### src/rtl/fll_pkg.sv
package fll_pkg;

  // Wide signed working type for all arithmetic; sample widths must stay <= 29 bits.
  typedef logic signed [31:0] wide_t;

  // Open interval test: lo < v < hi.
  function automatic logic in_open(input wide_t v, input wide_t lo, input wide_t hi);
    return (v > lo) && (v < hi);
  endfunction

  // True when v lies beyond either bound of the closed interval [lo, hi].
  function automatic logic beyond(input wide_t v, input wide_t lo, input wide_t hi);
    return (v < lo) || (v > hi);
  endfunction

  // Floor mean of four values: arithmetic shift of the sum.
  function automatic wide_t mean4(input wide_t a, input wide_t b,
                                  input wide_t c, input wide_t d);
    wide_t s;
    s = a + b + c + d;
    return s >>> 2;
  endfunction

  // Clip v to the signed range of w bits.
  function automatic wide_t clip(input wide_t v, input int unsigned w);
    wide_t top, bot;
    top = (wide_t'(1) <<< (w - 1)) - wide_t'(1);
    bot = -top - wide_t'(1);
    if (v > top)      return top;
    else if (v < bot) return bot;
    else              return v;
  endfunction

endpackage

### src/rtl/fll_win_cmp.sv
module fll_win_cmp #(
  parameter int ERR_W = 16
) (
  input  logic signed [ERR_W-1:0] err,
  input  logic signed [ERR_W-1:0] lock_lo,
  input  logic signed [ERR_W-1:0] lock_hi,
  input  logic signed [ERR_W-1:0] unlock_lo,
  input  logic signed [ERR_W-1:0] unlock_hi,
  output logic                    in_lock,
  output logic                    out_unlock
);
  import fll_pkg::*;

  always_comb begin
    in_lock    = in_open(wide_t'(err), wide_t'(lock_lo), wide_t'(lock_hi));
    out_unlock = beyond(wide_t'(err), wide_t'(unlock_lo), wide_t'(unlock_hi));
  end

endmodule

### src/rtl/fll_lock_fsm.sv
module fll_lock_fsm #(
  parameter int CNT_W = 6
) (
  input  logic             clk,
  input  logic             rst_n,
  input  logic             vld,
  input  logic             in_lock,
  input  logic             out_unlock,
  input  logic [CNT_W-1:0] need,
  output logic             locked,
  output logic             phase_wrap,
  output logic             unlock_ev
);
  localparam int          PH_W    = 2;
  localparam logic [PH_W-1:0] PH_LAST = PH_W'(3);
  localparam logic [CNT_W-1:0] RUN_MAX = '1;

  logic [CNT_W-1:0] run_q;
  logic [CNT_W-1:0] run_inc;
  logic [CNT_W-1:0] need_eff;
  logic [PH_W-1:0]  phase_q;
  logic             lock_hit;
  logic             lock_ev;

  always_comb begin
    need_eff   = (need == '0) ? CNT_W'(1) : need;
    run_inc    = (run_q == RUN_MAX) ? RUN_MAX : run_q + CNT_W'(1);
    lock_hit   = run_inc >= need_eff;
    lock_ev    = vld && !locked && in_lock && lock_hit;
    unlock_ev  = vld && locked && out_unlock;
    phase_wrap = vld && locked && !out_unlock && (phase_q == PH_LAST);
  end

  always_ff @(posedge clk) begin
    if (!rst_n) begin
      locked  <= 1'b0;
      run_q   <= '0;
      phase_q <= '0;
    end else if (vld) begin
      if (!locked) begin
        if (lock_ev) begin
          locked  <= 1'b1;
          run_q   <= '0;
          phase_q <= '0;
        end else if (in_lock) begin
          run_q <= run_inc;
        end else begin
          run_q <= '0;
        end
      end else if (unlock_ev) begin
        locked  <= 1'b0;
        run_q   <= '0;
        phase_q <= '0;
      end else begin
        phase_q <= phase_q + PH_W'(1);
      end
    end
  end


  lock_entry_chk: assert property (@(posedge clk) disable iff (!rst_n)
    $rose(locked) |-> $past(vld && in_lock));


  unlock_cause_chk: assert property (@(posedge clk) disable iff (!rst_n)
    $fell(locked) |-> $past(vld && out_unlock));


  idle_hold_chk: assert property (@(posedge clk) disable iff (!rst_n)
    !vld |=> $stable(locked));

endmodule

### src/rtl/fll_filter.sv
module fll_filter #(
  parameter int ERR_W  = 16,
  parameter int FILT_W = 12
) (
  input  logic                     clk,
  input  logic                     rst_n,
  input  logic                     vld,
  input  logic signed [ERR_W-1:0]  err,
  input  logic                     locked,
  input  logic                     phase_wrap,
  input  logic                     unlock_ev,
  output logic                     filt_upd,
  output logic signed [FILT_W-1:0] filt_val
);
  import fll_pkg::*;

  localparam int AVG_N  = 4;
  localparam int HIST_N = AVG_N - 1;

  logic signed [ERR_W-1:0] hist_q [HIST_N];
  logic                    upd_now;
  wide_t                   raw_w;
  wide_t                   clip_w;

  always_comb begin
    upd_now = vld && (!locked || unlock_ev || phase_wrap);
    if (phase_wrap)
      raw_w = mean4(wide_t'(err), wide_t'(hist_q[0]), wide_t'(hist_q[1]), wide_t'(hist_q[2]));
    else
      raw_w = wide_t'(err);
    clip_w = clip(raw_w, FILT_W);
  end

  always_ff @(posedge clk) begin
    if (!rst_n) hist_q[0] <= '0;
    else if (vld) hist_q[0] <= err;
  end

  for (genvar i = 1; i < HIST_N; i++) begin : g_hist
    always_ff @(posedge clk) begin
      if (!rst_n) hist_q[i] <= '0;
      else if (vld) hist_q[i] <= hist_q[i-1];
    end
  end

  always_ff @(posedge clk) begin
    if (!rst_n) begin
      filt_upd <= 1'b0;
      filt_val <= '0;
    end else begin
      filt_upd <= upd_now;
      if (upd_now) filt_val <= clip_w[FILT_W-1:0];
    end
  end


  unlocked_track_chk: assert property (@(posedge clk) disable iff (!rst_n)
    vld && !locked |=> filt_upd);


  upd_needs_sample_chk: assert property (@(posedge clk) disable iff (!rst_n)
    filt_upd |-> $past(vld));


  locked_quiet_chk: assert property (@(posedge clk) disable iff (!rst_n)
    filt_upd && $past(locked) && !$past(unlock_ev) |-> $past(phase_wrap));

endmodule

### src/rtl/fll_lock_filter.sv
module fll_lock_filter #(
  parameter int ERR_W  = 16,
  parameter int FILT_W = 12,
  parameter int CNT_W  = 6
) (
  input  logic                     clk,
  input  logic                     rst_n,
  input  logic signed [ERR_W-1:0]  err_in,
  input  logic                     err_vld,
  input  logic signed [ERR_W-1:0]  lock_lo,
  input  logic signed [ERR_W-1:0]  lock_hi,
  input  logic signed [ERR_W-1:0]  unlock_lo,
  input  logic signed [ERR_W-1:0]  unlock_hi,
  input  logic [CNT_W-1:0]         need_cnt,
  output logic                     locked,
  output logic                     filt_upd,
  output logic signed [FILT_W-1:0] filt_val
);

  logic in_lock_w;
  logic out_unlock_w;
  logic phase_wrap_w;
  logic unlock_ev_w;

  fll_win_cmp #(.ERR_W(ERR_W)) u_cmp (
    .err        (err_in),
    .lock_lo    (lock_lo),
    .lock_hi    (lock_hi),
    .unlock_lo  (unlock_lo),
    .unlock_hi  (unlock_hi),
    .in_lock    (in_lock_w),
    .out_unlock (out_unlock_w)
  );

  fll_lock_fsm #(.CNT_W(CNT_W)) u_fsm (
    .clk        (clk),
    .rst_n      (rst_n),
    .vld        (err_vld),
    .in_lock    (in_lock_w),
    .out_unlock (out_unlock_w),
    .need       (need_cnt),
    .locked     (locked),
    .phase_wrap (phase_wrap_w),
    .unlock_ev  (unlock_ev_w)
  );

  fll_filter #(.ERR_W(ERR_W), .FILT_W(FILT_W)) u_filt (
    .clk        (clk),
    .rst_n      (rst_n),
    .vld        (err_vld),
    .err        (err_in),
    .locked     (locked),
    .phase_wrap (phase_wrap_w),
    .unlock_ev  (unlock_ev_w),
    .filt_upd   (filt_upd),
    .filt_val   (filt_val)
  );


  unlock_update_chk: assert property (@(posedge clk) disable iff (!rst_n)
    $fell(locked) |-> filt_upd);

endmodule

### config.mk
export PLATFORM = sky130hd
export DESIGN_NAME = fll_lock_filter
export DESIGN_NICKNAME = d
export VERILOG_FILES = /design/src/rtl/fll_pkg.sv /design/src/rtl/fll_win_cmp.sv /design/src/rtl/fll_lock_fsm.sv /design/src/rtl/fll_filter.sv /design/src/rtl/fll_lock_filter.sv
export SDC_FILE = /design/constraint.sdc
export NUM_CORES = 1
export LEC_CHECK = 0
export BUFFER_PORTS_ARGS = -buffer_cell sky130_fd_sc_hd__buf_2
export CORE_ASPECT_RATIO = 1.2
export CORE_MARGIN = 1
export CORE_UTILIZATION = 55
export CTS_CLUSTER_SIZE = 24
export DETAILED_ROUTE_END_ITERATION = 12
export PLACE_DENSITY = 0.83
export SLEW_MARGIN = 20
export SYNTH_ARGS = -nofsm -noshare
export SYNTH_HDL_FRONTEND = slang
export SYNTH_SLANG_ARGS = --single-unit
### constraint.sdc
create_clock -name clk -period 14.5 [get_ports clk]
set_input_delay 2.175 -clock clk [delete_from_list [all_inputs] [get_ports clk]]
set_output_delay 2.175 -clock clk [all_outputs]
set_load 0.05 [all_outputs]
==> results of run 1 <==
-- cell type report --
| cell class | instances | area [sq um] | share of cell area (%) |
|---|---|---|---|
| clock buffer | 11 | 275 | 3.51 |
| clock inverter | 5 | 35.0 | 0.447 |
| inverter | 105 | 394 | 5.03 |
| multi-input combinational | 565 | 4520 | 57.6 |
| sequential | 70 | 1880 | 24.0 |
| tap | 161 | 201 | 2.57 |
| timing repair buffer | 105 | 533 | 6.80 |
-- state kept, by name, summed over array words and instances (netlist names) --
register         count
u_fsm.locked         1
u_filt.hist_q       48
u_filt.filt_upd      1
u_fsm.run_q          6
u_fsm.phase_q        2
u_filt.filt_val     12
-- layout by cell type, fill, tap and decap left out, types with 4 or more instances in the layout --
| cell | Yosys | final |
|---|---|---|
| nand4_1 | 9 | 9 |
| xnor2_1 | 15 | 15 |
| a31oi_1 | 5 | 5 |
| dfxtp_1 | 22 | 22 |
| a21o_1 | 27 | 27 |
| mux2_2 | 4 | 4 |
| nor2b_1 | 8 | 8 |
| o211ai_1 | 8 | 8 |
| nand3_1 | 22 | 22 |
| fa_1 | 17 | 17 |
| inv_1 | 103 | 103 |
| edfxtp_1 | 48 | 48 |
| nand2_1 | 31 | 30 |
| xor2_1 | 9 | 9 |
| nor3_1 | 15 | 15 |
| o21ai_0 | 24 | 24 |
| nor2_1 | 32 | 32 |
| a211oi_1 | 8 | 8 |
| ha_1 | 104 | 104 |
| o21ai_1 | 10 | 10 |
| clkbuf_16 | 0 | 11 |
| or3_1 | 15 | 15 |
| nand2b_1 | 5 | 5 |
| and2_1 | 13 | 13 |
| mux2i_1 | 9 | 9 |
| o31ai_1 | 4 | 4 |
| o21a_1 | 6 | 6 |
| and3_1 | 56 | 56 |
| buf_2 | 1 | 102 |
| a21oi_1 | 42 | 42 |
| o22ai_2 | 10 | 10 |
-- how the worst min path moves through the flow --
stage                         from                  end  slack (ns)  depth (start not counted)
5_1_grt        u_filt.filt_val[11]  u_filt.filt_val[11]        0.49                          2
3_3_place_gp   u_filt.filt_val[11]  u_filt.filt_val[11]        0.45                          2
6_report       u_filt.filt_val[11]  u_filt.filt_val[11]        0.46                          2
4_1_cts        u_filt.filt_val[11]  u_filt.filt_val[11]        0.47                          2
2_1_floorplan       u_fsm.run_q[3]       u_fsm.run_q[3]        0.47                          2
3_5_place_dp   u_filt.filt_val[11]  u_filt.filt_val[11]        0.46                          2
-- cells by family (layout without fill, tap and decap cells) --
logic type / Yosys count / in the layout
AOI/OAI and AO/OA: 181 / 181
xor gates and xnor gates: 24 / 24
adders and majority gates: 121 / 121
buffers and inverters: 129 / 226
DFF: 70 / 70
muxes: 13 / 13
and+or+nand+nor: 226 / 226
-- critical path: stages --
cell and delay, ns:
buf_2 0.16, inv_1 0.09, fa_1 0.46, inv_1 0.07
ha_1 0.16, inv_1 0.06, fa_1 0.41, nor2b_1 0.12
o21ai_0 0.11, a21boi_0 0.26, o21ai_1 0.12, a21oi_1 0.31
o2111ai_1 0.18, nand2_1 0.09, nor2_1 0.05, xnor2_1 0.14
ha_1 0.32, and2_1 0.16, nand3_1 0.08, o31ai_1 0.59
xor2_1 0.18, nor4_1 0.51, a21oi_2 0.13, o41ai_4 0.79
o22ai_2 0.17
-- per-layer routing --
layer | routed length [um] | track usage, % | share of wire (%)
met3 | 612 | 3.24 | 3.8
met1 | 6910 | 30.8 | 43
met2 | 7840 | 42.9 | 48
met4 | 844 | 15.4 | 5.2
met5 | 0 | 0 | 0
-- per-stage QoR --
stage               util (%)  cell area [sq um]  hold slack (ns)  instances  setup WS, ns
global placement        61.8               7520            0.451       1006          6.74
finish                  64.4               7840            0.460       1022          6.79
CTS                     64.4               7830            0.469       1022          6.85
floorplan                  -               6900            0.468        764          7.77
detailed placement      61.8               7520            0.460       1006          6.57
global route            64.4               7840            0.487       1022          6.38
-- power by group --
group | internal (mW) | total (mW) | switching, mW | leakage (nW)
Sequential | 0.228 | 0.235 | 0.00763 | 0.708
Combinational | 0.164 | 0.401 | 0.236 | 3.16
Clock | 0.137 | 0.224 | 0.0863 | 0.157
Total | 0.529 | 0.860 | 0.330 | 4.02
==> summary.md, run 1 <==
| Metric | Value |
|---|---|
| Synth Area in Adders | `around a quarter` |
| Post-synthesis mux area share | `1.96%` |
| Hold Fails Final Rpt | `0` |
| Synth cell count leaders | `ha_1 (104), inv_1 (103), and3_1 (56)` |
| Final layout net count | `about 1100` |
| Number of max-cap violations | `0` |
| Clk sink count | `70` |
| Compound-Gate Fraction of Synth Area | `between 10% and 20%` |
| Post-synth ARST share | `0%` |
| Simple-gate portion of the synthesized area | `18.2%` |
| R2R Setup Slk | `8.46 ns` |
| Wire per inst | `15.9 um` |
| Std-Cell Rows | `44` |
| Die Footprint | `roughly 0.013 sq mm` |
| Leakage Power | `4.02 nW` |
| Fraction of layout cells with a size suffix above 1 | `17.1%` |
| Synth-to-layout area growth | `13.5%` |
| R2r worst-path depth | `24` |
| Syn_nets | `974` |
| Worst Tran Pin Value | `0.865 ns` |
| Synth top area cells | `edfxtp_1 (21%), ha_1 (19%), dfxtp_1 (6.4%)` |
| Initial antenna violation count | `0` |
| Setup TNS after final layout | `0 ns` |
| Final antenna-violating net count | `0` |
| Outcome | `finished clean` |
| Initial DRC count | `between 300 and 400` |
| Tcrit/Tclk final | `53.2%` |
| CP arrival | `between 7 and 8 ns` |
| Setup crit start | `err_in[1]` |
| Port Buf Inserts | `102` |
| Die H | `125 um` |
| Detailed-route via count | `5968` |
| HPWL after DPL | `12.4 mm` |
| Largest family of logic cells by synthesized area | `adder cells` |
| Worst Path Required | `14.70 ns` |
| Initial DRT Pass Iterations | `6` |
| Final setup vio count | `0` |
| Core Box Area | `0.0122 sq mm` |
| Number of synthesized register bits | `70` |
| Drt total wl | `16.2 mm` |
| Clk_skew | `0.00727 ns` |
| Htree depth | `3` |
| Startpoint Class | `input port` |
| Hold/Removal Path Class | `reg2reg` |
| Largest net degree at the start of global routing | `just over 70` |
| Vias/cell | `5.84` |
| # DRC | `0` |
| Yosys top cell by area | `edfxtp_1` |
| GR Overflow Total | `0` |
| Synth Instances | `764` |
| Die W | `approximately 100 um` |
| Resize count post-CTS | `0` |
| WS Path Type | `in2reg` |
| Clock Path Buffers | `2` |
| Number of global-route vias before repair | `roughly 5800` |
| Tot Pwr | `between 0.8 and 0.9 mW` |
| Reg2reg end | `u_filt.filt_val[2]` |
| Clk root buf | `clkbuf_16` |
| EDFF count, synth | `48` |
| Antenna Diode Count | `0` |
| Seq/Total Area, Yosys | `27.3%` |
| Ys flop type | `edfxtp_1` |
| Crit-path max FO | `11` |
| Period minus WS final | `between 7 and 8 ns` |
| # hold bufs at CTS | `0` |
| Most frequent cell after synthesis | `ha_1` |
| Post-synthesis xor/xnor area fraction | `3.05%` |
| Filler cells | `between 900 and 1000` |
| Share of the synthesized area in the top cell type | `20.9%` |
| Clock slew at reported path FFs | `0.06 ns` |
| Worst r2r src | `u_filt.hist_q[1][1]` |
| Setup crit end | `u_filt.filt_val[2]` |
| Slew Viols, Final | `0` |
| Power per standard cell area | `110 mW/mm^2` |
| Clk_lat worst skew | `0.34 ns` |
| Routability-driven placement congestion ratio | `0.857` |
| CTS buffer count | `9` |
| Synth warn | `0` |
| Max VDD drop | `between 60 and 70 uV` |
| Starting density of the core | `56.7%` |
| Max Freq | `~130 MHz` |
| Total GRT Usage | `25.5%` |
| Mapped cell area | `a little under 0.007 sq mm` |
| Relative slew slack | `a little over two fifths` |
| CP Capture Type | `flop` |
| Num ports | `~100` |
| First-pass GRT wire length | `26.6 mm` |
| Cell variety after synth | `64` |
| Postcts setup bufs | `0` |
| CTS tree | `done` |
| RSZ-0062 raised after global routing | `no` |
| Mean Syn Cell Area | `between 9 and 10 sq um` |
Power figures use the tool's default switching activity.
==> run 2: changes to the inputs <==
- clock period: 14.5 -> 8 ns (I/O delays scaled with it)
==> summary.md, run 2 (synthesized netlist as in run 1, its figures left out) <==
| Metric | Value |
|---|---|
| Htree depth | `3 (unchanged)` |
| Routability-driven placement congestion ratio | `0.857 (about the same)` |
| Final layout net count | `1066 (unchanged)` |
| CTS tree | `done` |
| Part of the power in registers | `27.4% (about the same)` |
| Drt total wl | `16.5 mm (+2.1%)` |
| Worst Path Required | `8.19 ns (-6.51 ns)` |
| Commonest non-fill, non-tap cell in the layout | `ha_1` |
| Clk sink count | `70 (unchanged)` |
| Wire per inst | `16.2 um (+2.1%)` |
| Met1 usage | `29.2% (-1.6 points)` |
| Max Freq | `148 MHz` |
| Biggest register | `u_filt.hist_q` |
| Die W | `104 um (unchanged)` |
| Most frequent cells in the layout | `ha_1 (104), inv_1 (103), buf_2 (102), and3_1 (56), edfxtp_1 (48)` |
| Crit-path max FO | `11 (unchanged)` |
| Slowest cell delay on critical path | `0.80 ns (about the same)` |
| Detailed-route via count | `5943 (-0.42%)` |
| Synth-to-layout area growth | `13.5% (unchanged)` |
| Period minus WS final | `~6.8 ns` |
| Die H | `125 um (unchanged)` |
| Clock power frac | `26.1% (about the same)` |
| Worst path top cell family by delay | `compound AO/OA/AOI/OAI gates` |
| Final setup vio count | `0 (unchanged)` |
| Tot Pwr | `1.56 mW (+81%)` |
| Max reg flops | `48 (unchanged)` |
| Clock slew at reported path FFs | `0.06 ns (about the same)` |
| Number of max-cap violations | `0 (unchanged)` |
| First-pass GRT wire length | `26.7 mm (+0.49%)` |
| CP Capture Type | `flop` |
| # DRC | `0 (unchanged)` |
| Tcrit/Tclk final | `84.5%` |
| Clk_skew | `0.00986 ns (+0.00260 ns)` |
| Hold/Removal Path Class | `reg2reg` |
| Total GRT Usage | `25.8% (+0.31 points)` |
| Max VDD drop | `120 uV (+83%)` |
| Comb pwr share | `46.5% (about the same)` |
| Starting density of the core | `56.7% (unchanged)` |
| RSZ-0062 raised after global routing | `no` |
| Number of global-route vias before repair | `5796 (+0.66%)` |
| Slowest stage cell, crit path | `o41ai_4` |
| Initial antenna violation count | `0 (unchanged)` |
| Clock Path Buffers | `2 (unchanged)` |
| WS Path Type | `in2reg` |
| Switching Power | `0.597 mW (+81%)` |
| Clk_lat worst skew | `0.34 ns (about the same)` |
| Routing usage on met3 | `3.72% (+0.47 points)` |
| Cell internal pwr | `0.960 mW (+81%)` |
| Final antenna-violating net count | `0 (unchanged)` |
| Resize count post-CTS | `0 (unchanged)` |
| Port Buf Inserts | `102 (unchanged)` |
| HPWL after DPL | `12.6 mm (+1.6%)` |
| Slew Viols, Final | `0 (unchanged)` |
| Vias/cell | `5.82 (-0.42%)` |
| Final setup margin | `1.24 ns (-5.54 ns)` |
| Startpoint Class | `input port` |
| Outcome | `finished clean` |
| CP arrival | `6.95 ns (-0.96 ns)` |
| Postcts setup bufs | `0 (unchanged)` |
| Sw Ratio | `38.3% (-0.068 points)` |
| GR Util met2 | `45.2% (+2.3 points)` |
| Setup TNS after final layout | `0 ns (unchanged)` |
| Fraction of layout cells with a size suffix above 1 | `17.1% (unchanged)` |
| Initial DRT Pass Iterations | `5 (-1)` |
| Hold Fails Final Rpt | `0 (unchanged)` |
| Relative slew slack | `40.7% (-1.5 points)` |
| Worst Tran Pin Value | `0.887 ns (+0.0217 ns)` |
| Core Box Area | `0.0122 sq mm (unchanged)` |
| Largest net degree at the start of global routing | `72 (unchanged)` |
| Most frequent CP cell | `inv_1` |
| Power per standard cell area | `199 mW/mm^2 (+81%)` |
| GR Overflow Total | `0 (unchanged)` |
| # hold bufs at CTS | `0 (unchanged)` |
| R2R Setup Slk | `1.93 ns (-6.53 ns)` |
| Leakage Power | `4.02 nW (unchanged)` |
| Num ports | `103 (unchanged)` |
| Antenna Diode Count | `0 (unchanged)` |
| Initial DRC count | `319 (+0.63%)` |
| Largest registers | `u_filt.hist_q: 48 flops, u_filt.filt_val: 12 flops, u_fsm.run_q: 6 flops` |
| WP buf/inv | `4 (unchanged)` |
| GR peak layer | `met2` |
| Setup WS pre-CTS | `1.06 ns (-5.51 ns)` |
| Die Footprint | `0.0130 sq mm (unchanged)` |
| Std-Cell Rows | `44 (unchanged)` |
| CTS buffer count | `9 (unchanged)` |
| Clk root buf | `clkbuf_16` |
## run 2: area by class of cell
cell class | instances | area [sq um]
Multi-Input combinational cell | 565 | 4520
Fill cell | 970 | 4330
Sequential cell | 70 | 1880
Timing Repair Buffer | 105 | 533
Inverter | 105 | 394
Clock buffer | 11 | 275
Tap cell | 161 | 201
Clock inverter | 5 | 35.0
## run 2: final timing paths
check,from,cells past startpoint,endpoint
hold reg to reg,u_filt.filt_val[11],2,u_filt.filt_val[11]
setup / recovery,err_in[1],25,u_filt.filt_val[2]
setup reg to reg,u_filt.hist_q[1][1],24,u_filt.filt_val[2]
hold / removal,u_filt.filt_val[11],2,u_filt.filt_val[11]
## run 2: routing by layer
layer / share of wire [%] / wire length (um) / vias up
li1: - / - / 2968
met1: 41 / 6710 / 2723
met2: 49 / 8110 / 205
met3: 4.9 / 806 / 47
met4: 5.5 / 916 / 0
met5: 0 / 0 / -
## run 2: power groups by stage
stage,Combinational [mW],Sequential (mW),Clock [mW]
global placement,0.692,0.433,0
floorplan,0.525,0.452,0
CTS,0.719,0.427,0.412
finish,0.724,0.427,0.407
detailed placement,0.706,0.434,0
global route,0.807,0.429,0.426
## run 2: through the flow
step / area (sq um) / hold slack (ns) / std cells / utilization [%]
2_1_floorplan: 6900 / 0.468 / 764 / -
3_3_place_gp: 7520 / 0.451 / 1006 / 61.8
3_5_place_dp: 7520 / 0.457 / 1006 / 61.8
4_1_cts: 7830 / 0.466 / 1022 / 64.4
5_1_grt: 7840 / 0.489 / 1022 / 64.4
6_report: 7840 / 0.458 / 1022 / 64.4
## run 2: worst register-to-register path, cell delays in order, from the launching register on
cell       delay (ns)
edfxtp_1         0.38
inv_1            0.09
fa_1             0.41
inv_1            0.07
ha_1             0.15
inv_1            0.06
fa_1             0.40
nor2b_1          0.14
o21ai_0          0.11
a21boi_0         0.28
o21ai_1          0.12
a21oi_1          0.29
o2111ai_1        0.18
nand2_1          0.09
nor2_1           0.05
xnor2_1          0.14
ha_1             0.32
and2_1           0.16
nand3_1          0.08
o31ai_1          0.57
xor2_1           0.17
nor4_1           0.52
a21oi_2          0.13
o41ai_4          0.80
o22ai_2          0.19
